**src/rtl/sbd_pkg.sv**
```systemverilog
package sbd_pkg;

    localparam int NUM_RGN = 8;

    typedef enum logic [2:0] {
        RGN_BOOT  = 3'd0,
        RGN_EWRAM = 3'd1,
        RGN_IWRAM = 3'd2,
        RGN_IO    = 3'd3,
        RGN_PAL   = 3'd4,
        RGN_VRAM  = 3'd5,
        RGN_OAM   = 3'd6,
        RGN_CART  = 3'd7
    } rgn_e;

    typedef enum logic [1:0] {
        SZ_BYTE = 2'd0,
        SZ_HALF = 2'd1,
        SZ_WORD = 2'd2,
        SZ_RSVD = 2'd3
    } size_e;

    typedef enum logic {
        RSP_IDLE = 1'b0,
        RSP_BUSY = 1'b1
    } rsp_state_e;

    typedef struct packed {
        logic hit;
        rgn_e rgn;
    } route_t;

    // page codes (address bits 31:24)
    localparam logic [7:0] PG_BOOT   = 8'h00;
    localparam logic [7:0] PG_EWRAM  = 8'h02;
    localparam logic [7:0] PG_IWRAM  = 8'h03;
    localparam logic [7:0] PG_IO     = 8'h04;
    localparam logic [7:0] PG_PAL    = 8'h05;
    localparam logic [7:0] PG_VRAM   = 8'h06;
    localparam logic [7:0] PG_OAM    = 8'h07;
    localparam logic [7:0] PG_ROM0A  = 8'h08;
    localparam logic [7:0] PG_ROM0B  = 8'h09;
    localparam logic [7:0] PG_ROM1A  = 8'h0A;
    localparam logic [7:0] PG_ROM1B  = 8'h0B;
    localparam logic [7:0] PG_ROM2A  = 8'h0C;
    localparam logic [7:0] PG_ROM2B  = 8'h0D;
    localparam logic [7:0] PG_SAVEA  = 8'h0E;
    localparam logic [7:0] PG_SAVEB  = 8'h0F;

endpackage

```
**src/rtl/sbd_align.sv**
```systemverilog
module sbd_align
    import sbd_pkg::*;
#(
    parameter int ADDR_W = 32
) (
    input  logic [ADDR_W-1:0] addr,
    input  logic [1:0]        size,
    output logic [ADDR_W-1:0] aligned
);

    always_comb begin
        unique case (size_e'(size))
            SZ_BYTE: aligned = addr;
            SZ_HALF: aligned = {addr[ADDR_W-1:1], 1'b0};
            SZ_WORD,
            SZ_RSVD: aligned = {addr[ADDR_W-1:2], 2'b00};
            default: aligned = addr;
        endcase
    end

endmodule

```
**src/rtl/sbd_route.sv**
```systemverilog
module sbd_route
    import sbd_pkg::*;
#(
    parameter int              ADDR_W     = 32,
    parameter logic [ADDR_W-1:0] BOOT_LIMIT = 32'h0000_4000
) (
    input  logic              valid,
    input  logic              we,
    input  logic [ADDR_W-1:0] aligned,
    output route_t            route
);

    localparam int PAGE_LSB = ADDR_W - 8;

    logic [7:0] page;
    logic       hit_raw;
    rgn_e       rgn_raw;

    assign page = aligned[ADDR_W-1:PAGE_LSB];

    always_comb begin
        hit_raw = 1'b0;
        rgn_raw = RGN_BOOT;
        unique case (page)
            PG_BOOT: begin
                rgn_raw = RGN_BOOT;
                hit_raw = !we && (aligned < BOOT_LIMIT);
            end
            PG_EWRAM: begin
                rgn_raw = RGN_EWRAM;
                hit_raw = 1'b1;
            end
            PG_IWRAM: begin
                rgn_raw = RGN_IWRAM;
                hit_raw = 1'b1;
            end
            PG_IO: begin
                rgn_raw = RGN_IO;
                hit_raw = 1'b1;
            end
            PG_PAL: begin
                rgn_raw = RGN_PAL;
                hit_raw = 1'b1;
            end
            PG_VRAM: begin
                rgn_raw = RGN_VRAM;
                hit_raw = 1'b1;
            end
            PG_OAM: begin
                rgn_raw = RGN_OAM;
                hit_raw = 1'b1;
            end
            PG_ROM0A, PG_ROM0B, PG_ROM1A, PG_ROM1B, PG_ROM2A: begin
                rgn_raw = RGN_CART;
                hit_raw = !we;
            end
            PG_ROM2B, PG_SAVEA, PG_SAVEB: begin
                rgn_raw = RGN_CART;
                hit_raw = 1'b1;
            end
            default: begin
                rgn_raw = RGN_BOOT;
                hit_raw = 1'b0;
            end
        endcase
    end

    assign route.hit = valid && hit_raw;
    assign route.rgn = rgn_raw;

endmodule

```
**src/rtl/sbd_offset.sv**
```systemverilog
module sbd_offset
    import sbd_pkg::*;
#(
    parameter int                ADDR_W     = 32,
    parameter int                EWRAM_BITS = 18,
    parameter int                IWRAM_BITS = 15,
    parameter int                IO_BITS    = 11,
    parameter int                PAL_BITS   = 10,
    parameter int                OAM_BITS   = 10,
    parameter int                VRAM_BITS  = 17,
    parameter logic [ADDR_W-1:0] VRAM_LIMIT = 32'h0001_8000,
    parameter logic [ADDR_W-1:0] VRAM_SUB   = 32'h0000_8000,
    parameter logic [15:0]       IO_ALIAS_MATCH = 16'h8000,
    parameter logic [ADDR_W-1:0] IO_ALIAS_OFS   = 32'h0000_0800
) (
    input  route_t            route,
    input  logic [ADDR_W-1:0] aligned,
    output logic [ADDR_W-1:0] ofs
);

    logic [ADDR_W-1:0] ew_ofs;
    logic [ADDR_W-1:0] iw_ofs;
    logic [ADDR_W-1:0] io_ofs;
    logic [ADDR_W-1:0] pal_ofs;
    logic [ADDR_W-1:0] oam_ofs;
    logic [ADDR_W-1:0] vram_raw;
    logic [ADDR_W-1:0] vram_ofs;
    logic              io_alias;

    assign ew_ofs  = ADDR_W'(aligned[EWRAM_BITS-1:0]);
    assign iw_ofs  = ADDR_W'(aligned[IWRAM_BITS-1:0]);
    assign pal_ofs = ADDR_W'(aligned[PAL_BITS-1:0]);
    assign oam_ofs = ADDR_W'(aligned[OAM_BITS-1:0]);

    assign io_alias = (aligned[15:0] == IO_ALIAS_MATCH);
    assign io_ofs   = io_alias ? IO_ALIAS_OFS : ADDR_W'(aligned[IO_BITS-1:0]);

    assign vram_raw = ADDR_W'(aligned[VRAM_BITS-1:0]);
    assign vram_ofs = (vram_raw > VRAM_LIMIT) ? (vram_raw - VRAM_SUB) : vram_raw;

    always_comb begin
        ofs = '0;
        if (route.hit) begin
            unique case (route.rgn)
                RGN_BOOT:  ofs = aligned;
                RGN_EWRAM: ofs = ew_ofs;
                RGN_IWRAM: ofs = iw_ofs;
                RGN_IO:    ofs = io_ofs;
                RGN_PAL:   ofs = pal_ofs;
                RGN_VRAM:  ofs = vram_ofs;
                RGN_OAM:   ofs = oam_ofs;
                RGN_CART:  ofs = aligned;
                default:   ofs = '0;
            endcase
        end
    end

endmodule

```
**src/rtl/sbd_rdata_mux.sv**
```systemverilog
module sbd_rdata_mux #(
    parameter int NUM   = 8,
    parameter int WIDTH = 32
) (
    input  logic [NUM-1:0]       sel,
    input  logic [NUM*WIDTH-1:0] lanes,
    output logic [WIDTH-1:0]     dout
);

    logic [WIDTH-1:0] gated [NUM];

    for (genvar g = 0; g < NUM; g++) begin : g_lane
        assign gated[g] = sel[g] ? lanes[g*WIDTH +: WIDTH] : '0;
    end

    always_comb begin
        dout = '0;
        for (int i = 0; i < NUM; i++) begin
            dout = dout | gated[i];
        end
    end

endmodule

```
**src/rtl/sbd_resp_fsm.sv**
```systemverilog
module sbd_resp_fsm
    import sbd_pkg::*;
#(
    parameter int DATA_W = 32
) (
    input  logic              clk,
    input  logic              rst_n,
    input  logic              rd_accept,
    input  logic [DATA_W-1:0] rd_word,
    output logic              rsp_valid,
    output logic [DATA_W-1:0] rsp_data
);

    rsp_state_e        state_q;
    rsp_state_e        state_d;
    logic [DATA_W-1:0] data_q;

    always_ff @(posedge clk or negedge rst_n) begin
        if (!rst_n) begin
            state_q <= RSP_IDLE;
        end else begin
            state_q <= state_d;
        end
    end

    always_comb begin
        unique case (state_q)
            RSP_IDLE: state_d = rd_accept ? RSP_BUSY : RSP_IDLE;
            RSP_BUSY: state_d = rd_accept ? RSP_BUSY : RSP_IDLE;
            default:  state_d = RSP_IDLE;
        endcase
    end

    always_ff @(posedge clk or negedge rst_n) begin
        if (!rst_n) begin
            data_q <= '0;
        end else if (rd_accept) begin
            data_q <= rd_word;
        end
    end

    always_comb begin
        unique case (state_q)
            RSP_IDLE: begin
                rsp_valid = 1'b0;
                rsp_data  = '0;
            end
            RSP_BUSY: begin
                rsp_valid = 1'b1;
                rsp_data  = data_q;
            end
            default: begin
                rsp_valid = 1'b0;
                rsp_data  = '0;
            end
        endcase
    end

endmodule

```
**src/rtl/sys_bus_decoder.sv**
```systemverilog
module sys_bus_decoder
    import sbd_pkg::*;
#(
    parameter int ADDR_W    = 32,
    parameter int DATA_W    = 32,
    parameter int VRAM_BITS = 17
) (
    input  logic                      clk,
    input  logic                      rst_n,
    input  logic                      req_valid,
    input  logic [ADDR_W-1:0]         req_addr,
    input  logic [1:0]                req_size,
    input  logic                      req_we,
    input  logic [DATA_W-1:0]         req_wdata,
    input  logic [NUM_RGN*DATA_W-1:0] rgn_rdata,
    output logic [NUM_RGN-1:0]        bus_sel,
    output logic [ADDR_W-1:0]         bus_ofs,
    output logic [1:0]                bus_size,
    output logic                      bus_we,
    output logic [DATA_W-1:0]         bus_wdata,
    output logic                      rsp_valid,
    output logic [DATA_W-1:0]         rsp_data
);

    logic [ADDR_W-1:0] aligned;
    route_t            route;
    logic [DATA_W-1:0] mux_word;
    logic              rd_accept;

    sbd_align #(.ADDR_W(ADDR_W)) u_align (
        .addr    (req_addr),
        .size    (req_size),
        .aligned (aligned)
    );

    sbd_route #(.ADDR_W(ADDR_W)) u_route (
        .valid   (req_valid),
        .we      (req_we),
        .aligned (aligned),
        .route   (route)
    );

    sbd_offset #(.ADDR_W(ADDR_W), .VRAM_BITS(VRAM_BITS)) u_offset (
        .route   (route),
        .aligned (aligned),
        .ofs     (bus_ofs)
    );

    for (genvar g = 0; g < NUM_RGN; g++) begin : g_sel
        assign bus_sel[g] = route.hit && (route.rgn == rgn_e'(g));
    end

    sbd_rdata_mux #(.NUM(NUM_RGN), .WIDTH(DATA_W)) u_mux (
        .sel   (bus_sel),
        .lanes (rgn_rdata),
        .dout  (mux_word)
    );

    assign rd_accept = req_valid && !req_we;

    sbd_resp_fsm #(.DATA_W(DATA_W)) u_resp (
        .clk       (clk),
        .rst_n     (rst_n),
        .rd_accept (rd_accept),
        .rd_word   (mux_word),
        .rsp_valid (rsp_valid),
        .rsp_data  (rsp_data)
    );

    assign bus_size  = req_size;
    assign bus_we    = req_valid && req_we;
    assign bus_wdata = req_wdata;

endmodule

```
**config.mk**
```make
export PLATFORM = sky130hd
export DESIGN_NAME = sys_bus_decoder
export DESIGN_NICKNAME = d
export VERILOG_FILES = /design/src/rtl/sbd_pkg.sv /design/src/rtl/sbd_align.sv /design/src/rtl/sbd_route.sv /design/src/rtl/sbd_offset.sv /design/src/rtl/sbd_rdata_mux.sv /design/src/rtl/sbd_resp_fsm.sv /design/src/rtl/sys_bus_decoder.sv
export SDC_FILE = /design/constraint.sdc
export NUM_CORES = 1
export LEC_CHECK = 0
export ABC_AREA = 1
export BUFFER_PORTS_ARGS = -buffer_cell sky130_fd_sc_hd__clkbuf_2
export CORE_AREA = 2 2 170 172
export CTS_CLUSTER_SIZE = 30
export DETAILED_ROUTE_END_ITERATION = 7
export DIE_AREA = 0 0 172 174
export GPL_TIMING_DRIVEN = 0
export PLACE_DENSITY_LB_ADDON = 0.15
export SLEW_MARGIN = 20
export SYNTH_ARGS = -nofsm -noshare
export SYNTH_HDL_FRONTEND = slang
export SYNTH_HIERARCHICAL = 1
export SYNTH_SLANG_ARGS = --single-unit
```
**constraint.sdc**
```tcl
create_clock -name clk -period 8.2 [get_ports clk]
set_input_delay 1.64 -clock clk [delete_from_list [all_inputs] [get_ports clk]]
set_output_delay 1.64 -clock clk [all_outputs]
set_load 0.02 [all_outputs]
```
==> reports/results.tsv, run 1 <==
stage	metric	value	unit
sta	tns	0	ns
yosys	synth_top_family_by_area	simple AND/OR/NAND/NOR gates	
setup_path	crit_type	in2out	
layout	area_delta_synth_final	51.4	%
cts	cts.repair.resized	0	
cts	cts_hold_buf	0	
routing	drt_iter0_drc	220	
yosys	yosysWarnings	6	
yosys	synth_top_cell_area_share	0.445	
sta	rsz0062_at_grt	no	
grt	overflow	0	
yosys	synthTopCellsByCount	nand2_1 (572), nor2_1 (102), inv_1 (75), buf_4 (68), dfrtp_1 (33)	
yosys	ys_top_cells_by_area	nand2_1 (45%), dfrtp_1 (17%), buf_4 (11%)	
sta	max_slew_margin	0.262	
cts	htree_levels	2	
cts	clk_pin_slew	0.05	ns
yosys	synth_cell_type_count	26	
sta	fin_crit_sh	0.709	
sta	finalClockSkew	0	ns
yosys	synth_fa_ha_area_frac	0	
place	place_hpwl	20.4	mm
yosys	synthFlopType	dfrtp_1	
routing	routedWlPerCell	13.9	um
yosys	synth_fp_nets	1260	
setup_path	cp.required	6.56	ns
routing	drtPass1Iterations	4	
yosys	synthXorXnorAreaFrac	0	
routing	wirelength	23.6	mm
cts	cts_sinks	33	
yosys	synth.largest_area_cell	nand2_1	
grt	antenna_found_initial	0	
grt	grt.total_usage	0.150	
yosys	synth_edf_count	0	
setup_path	start_kind	primary input	
yosys	syn_inst	934	
sta	hold_violations	0	
grt	grt_max_degree	34	
sta	max_freq	0.172	GHz
yosys	yosys.area_share.simple	0.581	
yosys	yosysMostFrequentCell	nand2_1	
cts	cts_buffers	5	
status	status	completed	
setup_path	crit_arrival	4.18	ns
yosys	async_flop_share	1.00	
die	die_w	172	um
cts	cts_setup_buffers	0	
cts	worstSkewPairLatency	0.28	ns
die	core_region_area	0.0282	mm^2
layout	nNetsFinal	1638	
place	place_congestion	0.826	
power_and_ir_drop	power_density	69.0	mW/mm^2
cts	cts_tree	done	
yosys	yosysSeqAreaShare	0.171	
hold_path	holdCritPathClass	reg2reg	
die	rows	62	
grt	grt_pass1_wl	34.0	mm
die	dieArea	0.0299	mm^2
grt	grt_pass1_vias	6201	
routing	avgViaCountPerCell	3.80	
yosys	synth_compound_area_frac	0.00934	
layout	drive_gt1_frac	0.387	
sta	tightest_slew	1.10	ns
job	drv_cap	0	
sta	setup_viol	0	
routing	vias	6450	
yosys	synthMuxAreaShare	0	
place	port_buffers	371	
layout	fillers	3440	
sta	post-route-min-period	5.82	ns
setup_path	crit_fanout	6	
die	die_h	174	um
setup_path	end_kind	output pin	
routing	drcViolationCount	0	
layout	antenna_cells	0	
sta	drv_slew	0	
yosys	synthesis.area	0.00482	mm^2
cts	cts_buffer_depth	2	
power_and_ir_drop	p_leak	5.04	nW
yosys	ys_ff_latch	33	
die	initial_core_util	0.171	
routing	drtAntennaViolNets	0	
die	boundaryPins	434	
yosys	postSynthAreaPerCell	5.16	um^2
power_and_ir_drop	total_power	0.503	mW
cts	cts_root_buffer	clkbuf_16	
power_and_ir_drop	ir_drop	0.0575	mV
## layout make-up
cell class / instances / area, um^2 / share of cell area
Sequential cell: 33 / 826 / 0.113
Timing Repair Buffer: 371 / 1860 / 0.254
Multi-Input combinational cell: 723 / 2850 / 0.390
Clock inverter: 2 / 10.0 / 0.00137
Buffer: 100 / 848 / 0.116
Clock buffer: 6 / 129 / 0.0177
Inverter: 78 / 300 / 0.0411
Tap cell: 384 / 480 / 0.0658
## worst max-delay path: stages
cell and delay [ns]:
buf_4 0.11, nor2_1 0.12, nand2_2 0.13, inv_1 0.07
nand3_1 0.10, nand2_1 0.08, nor2_1 0.04, a21oi_1 0.45
nand2_1 0.22, nor2_1 0.89, clkbuf_2 0.32
## stage by stage
stage	instances	setup slack, ns	utilization	hold slack [ns]	instance area, um^2
4_1_cts	1697	2.28	0.259	0.473	7300
6_report	1697	2.38	0.259	0.466	7300
3_5_place_dp	1689	2.28	0.254	0.458	7160
2_1_floorplan	934	3.18	-	0.442	4820
3_3_place_gp	1689	2.26	0.254	0.455	7160
5_1_grt	1697	2.09	0.259	0.489	7300
## report_power, final
part	switching, mW	internal, mW
logic	0.0715	0.0838
clock network	0.0694	0.111
registers	0.00186	0.165
total	0.143	0.361
## path summary, 6_finish.rpt
| path | startpoint | endpoint | slack, ns | cells past startpoint |
|---|---|---|---|---|
| setup / recovery | req_addr[31] | bus_sel[6] | 2.38 | 11 |
| hold / removal | u_resp/data_q[29]$_DFFE_PN0P_ | u_resp/data_q[29]$_DFFE_PN0P_ | 0.47 | 2 |
| setup reg to reg | u_resp/data_q[19]$_DFFE_PN0P_ | u_resp/data_q[19]$_DFFE_PN0P_ | 7.59 | 2 |
| hold reg to reg | u_resp/data_q[29]$_DFFE_PN0P_ | u_resp/data_q[29]$_DFFE_PN0P_ | 0.47 | 2 |
| max in group asynchronous | rst_n | u_resp/data_q[20]$_DFFE_PN0P_ | 6.18 | 1 |
| min in group asynchronous | rst_n | u_resp/data_q[16]$_DFFE_PN0P_ | 1.46 | 1 |
## cells in the final DEF (no fill, tap or decap), types with 6 or more instances in the layout
cell type and instances:
buf_4 68, clkbuf_2 371, dfrtp_1 33, nand2_2 13, inv_1 75, nand2_1 572, nor2_1 101, buf_6 22
nand3_1 6, nor2_2 12
## registers in the layout, indices dropped and copies added, names as in the netlist
| name | flops |
|---|---|
| u_resp/state_q | 1 |
| u_resp/data_q | 32 |
## layer usage
metal | up-vias | global-route usage | share of wire
li1 | 3417 | - | -
met1 | 2755 | 0.177 | 0.41
met2 | 259 | 0.279 | 0.50
met3 | 19 | 0.0237 | 0.070
met4 | 0 | 0.0354 | 0.018
met5 | - | 0 | 0
## cell families after synthesis
group           after synthesis
buf+inv                     178
simple gates                716
compound gates                7
flops                        33
Power figures use the tool's default switching activity.
==> run 2: changes to the inputs <==
- CORE_AREA: 2 2 170 172 -> 2 2 167 169
- DIE_AREA: 0 0 172 174 -> 0 0 169 171
- clock period: 8.2 -> 6.1 ns (I/O delays scaled with it)
==> reports/results.tsv, run 2 (synthesis gave the netlist of run 1 again) <==
stage	metric	value	unit
setup_path	crit_fanout	6	
sta	setup_viol	0	
die	boundaryPins	434	
grt	grt_pass1_vias	6080	
power_and_ir_drop	power_frac_seq	0.332	
layout	drive_gt1_frac	0.386	
place	dp_cells	1651	
routing	drcViolationCount	0	
routing	vias	6472	
cts	cts_hold_buf	0	
setup_path	max_stage_delay	0.87	ns
layout	fillers	3263	
sta	tightest_slew	1.06	ns
die	die_w	169	um
grt	grt_pass1_wl	33.6	mm
power_and_ir_drop	p_comb_frac	0.309	
sta	drv_slew	0	
grt	overflow	0	
sta	tns	0	ns
cts	cts_tree	done	
power_and_ir_drop	p_leak	5.04	nW
die	rows	61	
setup_path	cp_common_cell	nor2_1	
power_and_ir_drop	swShare	0.283	
status	status	completed	
die	die_h	171	um
grt	antenna_found_initial	1	
layout	layoutNonFillerInstCount	1659	
layout	utilization	0.265	
layout	nNetsFinal	1638	
layout	antenna_cells	0	
grt	grt.total_usage	0.152	
cts	cts_buffers	5	
place	port_buffers	371	
routing	drt_iter0_drc	263	
die	core_region_area	0.0273	mm^2
cts	clk_pin_slew	0.05	ns
place	place_congestion	0.817	
layout	final_common_cell	nand2_1	
sta	fin_crit_sh	0.822	
sta	hold_violations	0	
layout	area_delta_synth_final	50.4	%
routing	drtAntennaViolNets	0	
power_and_ir_drop	ir_drop	0.0776	mV
place	place_hpwl	20.1	mm
grt	grt_max_degree	34	
hold_path	holdCritPathClass	reg2reg	
setup_path	end_kind	output pin	
sta	max_freq	0.200	GHz
layout	largest-register	u_resp/data_q	
power_and_ir_drop	power_density	93.3	mW/mm^2
routing	routedWlPerCell	14.1	um
cts	cts_sinks	33	
setup_path	cp.required	4.88	ns
job	drv_cap	0	
routing	drtPass1Iterations	5	
setup_path	slowest_stage	nor2_1	
die	initial_core_util	0.176	
setup_path	crit_type	in2out	
cts	htree_levels	2	
setup_path	crit_arrival	3.79	ns
layout	largest_reg_flops	32	
routing	wirelength	23.3	mm
routing	avgViaCountPerCell	3.90	
cts	cts_setup_buffers	0	
sta	max_slew_margin	0.290	
layout	final_cell_mix	nand2_1 (572), clkbuf_2 (371), nor2_1 (102)	
die	dieArea	0.0289	mm^2
power_and_ir_drop	switchingPower	0.192	mW
power_and_ir_drop	clockPowerShare	0.359	
setup_path	start_kind	primary input	
sta	rsz0062_at_grt	no	
cts	cts_buffer_depth	2	
cts	worstSkewPairLatency	0.28	ns
power_and_ir_drop	power.internal	0.485	mW
setup_path	worstPathCellList	buf_4 -> nor2_1 -> nand2_2 -> inv_1 -> nand3_1 -> nand2_1 -> nor2_1 -> a21oi_1 -> nand2_1 -> nor2_1 -> clkbuf_2	
sta	post-route-min-period	5.01	ns
layout	largest_registers	u_resp/data_q: 32 flops, u_resp/state_q: 1 flops	
sta	finalClockSkew	0	ns
cts	cts.repair.resized	0	
cts	cts_root_buffer	clkbuf_16	
run 2: worst paths after layout:
path | startpoint | endpoint | slack [ns] | depth (start not counted)
setup reg to reg | u_resp/data_q[14]$_DFFE_PN0P_ | u_resp/data_q[14]$_DFFE_PN0P_ | 5.48 | 2
setup / recovery | req_addr[31] | bus_sel[6] | 1.09 | 11
min in group asynchronous | rst_n | u_resp/data_q[12]$_DFFE_PN0P_ | 1.06 | 1
hold reg to reg | u_resp/data_q[23]$_DFFE_PN0P_ | u_resp/data_q[23]$_DFFE_PN0P_ | 0.47 | 2
hold / removal | u_resp/data_q[23]$_DFFE_PN0P_ | u_resp/data_q[23]$_DFFE_PN0P_ | 0.47 | 2
max in group asynchronous | rst_n | u_resp/data_q[30]$_DFFE_PN0P_ | 4.47 | 1
run 2: area by class of cell:
class                           instances  area, um^2  area share
Timing Repair Buffer                  371        1860       0.256
Clock inverter                          2        10.0     0.00138
Inverter                               78         300      0.0414
Tap cell                              346         433      0.0597
Multi-Input combinational cell        723        2850       0.393
Sequential cell                        33         826       0.114
Clock buffer                            6         129      0.0178
Buffer                                100         848       0.117
run 2: through the flow:
stage	hold slack [ns]	instance area, um^2	setup slack (ns)	power (mW)
floorplan	0.442	4820	1.92	0.322
global placement	0.453	7110	1.05	0.440
detailed placement	0.460	7110	0.932	0.441
CTS	0.473	7250	0.965	0.693
global route	0.495	7250	0.846	0.716
finish	0.470	7250	1.09	0.677
run 2: power groups by stage:
stage / clock network [mW] / logic [mW] / registers [mW]
2_1_floorplan: 0 / 0.0940 / 0.228
3_3_place_gp: 0 / 0.211 / 0.229
3_5_place_dp: 0 / 0.212 / 0.229
4_1_cts: 0.255 / 0.213 / 0.225
5_1_grt: 0.261 / 0.230 / 0.225
6_report: 0.243 / 0.209 / 0.225
run 2: worst max-delay path, delay by kind of cell:
kind,cells,cell delay [ns]
buffers and inverters,3,0.50
and+or+nand+nor,7,1.57
AOI/OAI and AO/OA,1,0.51
run 2: routing by layer:
layer  GRT usage  vias up  share of wire
li1            -     3410              -
met3      0.0194       18          0.061
met2       0.285      261           0.51
met5           0        -        0.00056
met1       0.183     2781           0.41
met4      0.0386        2          0.017
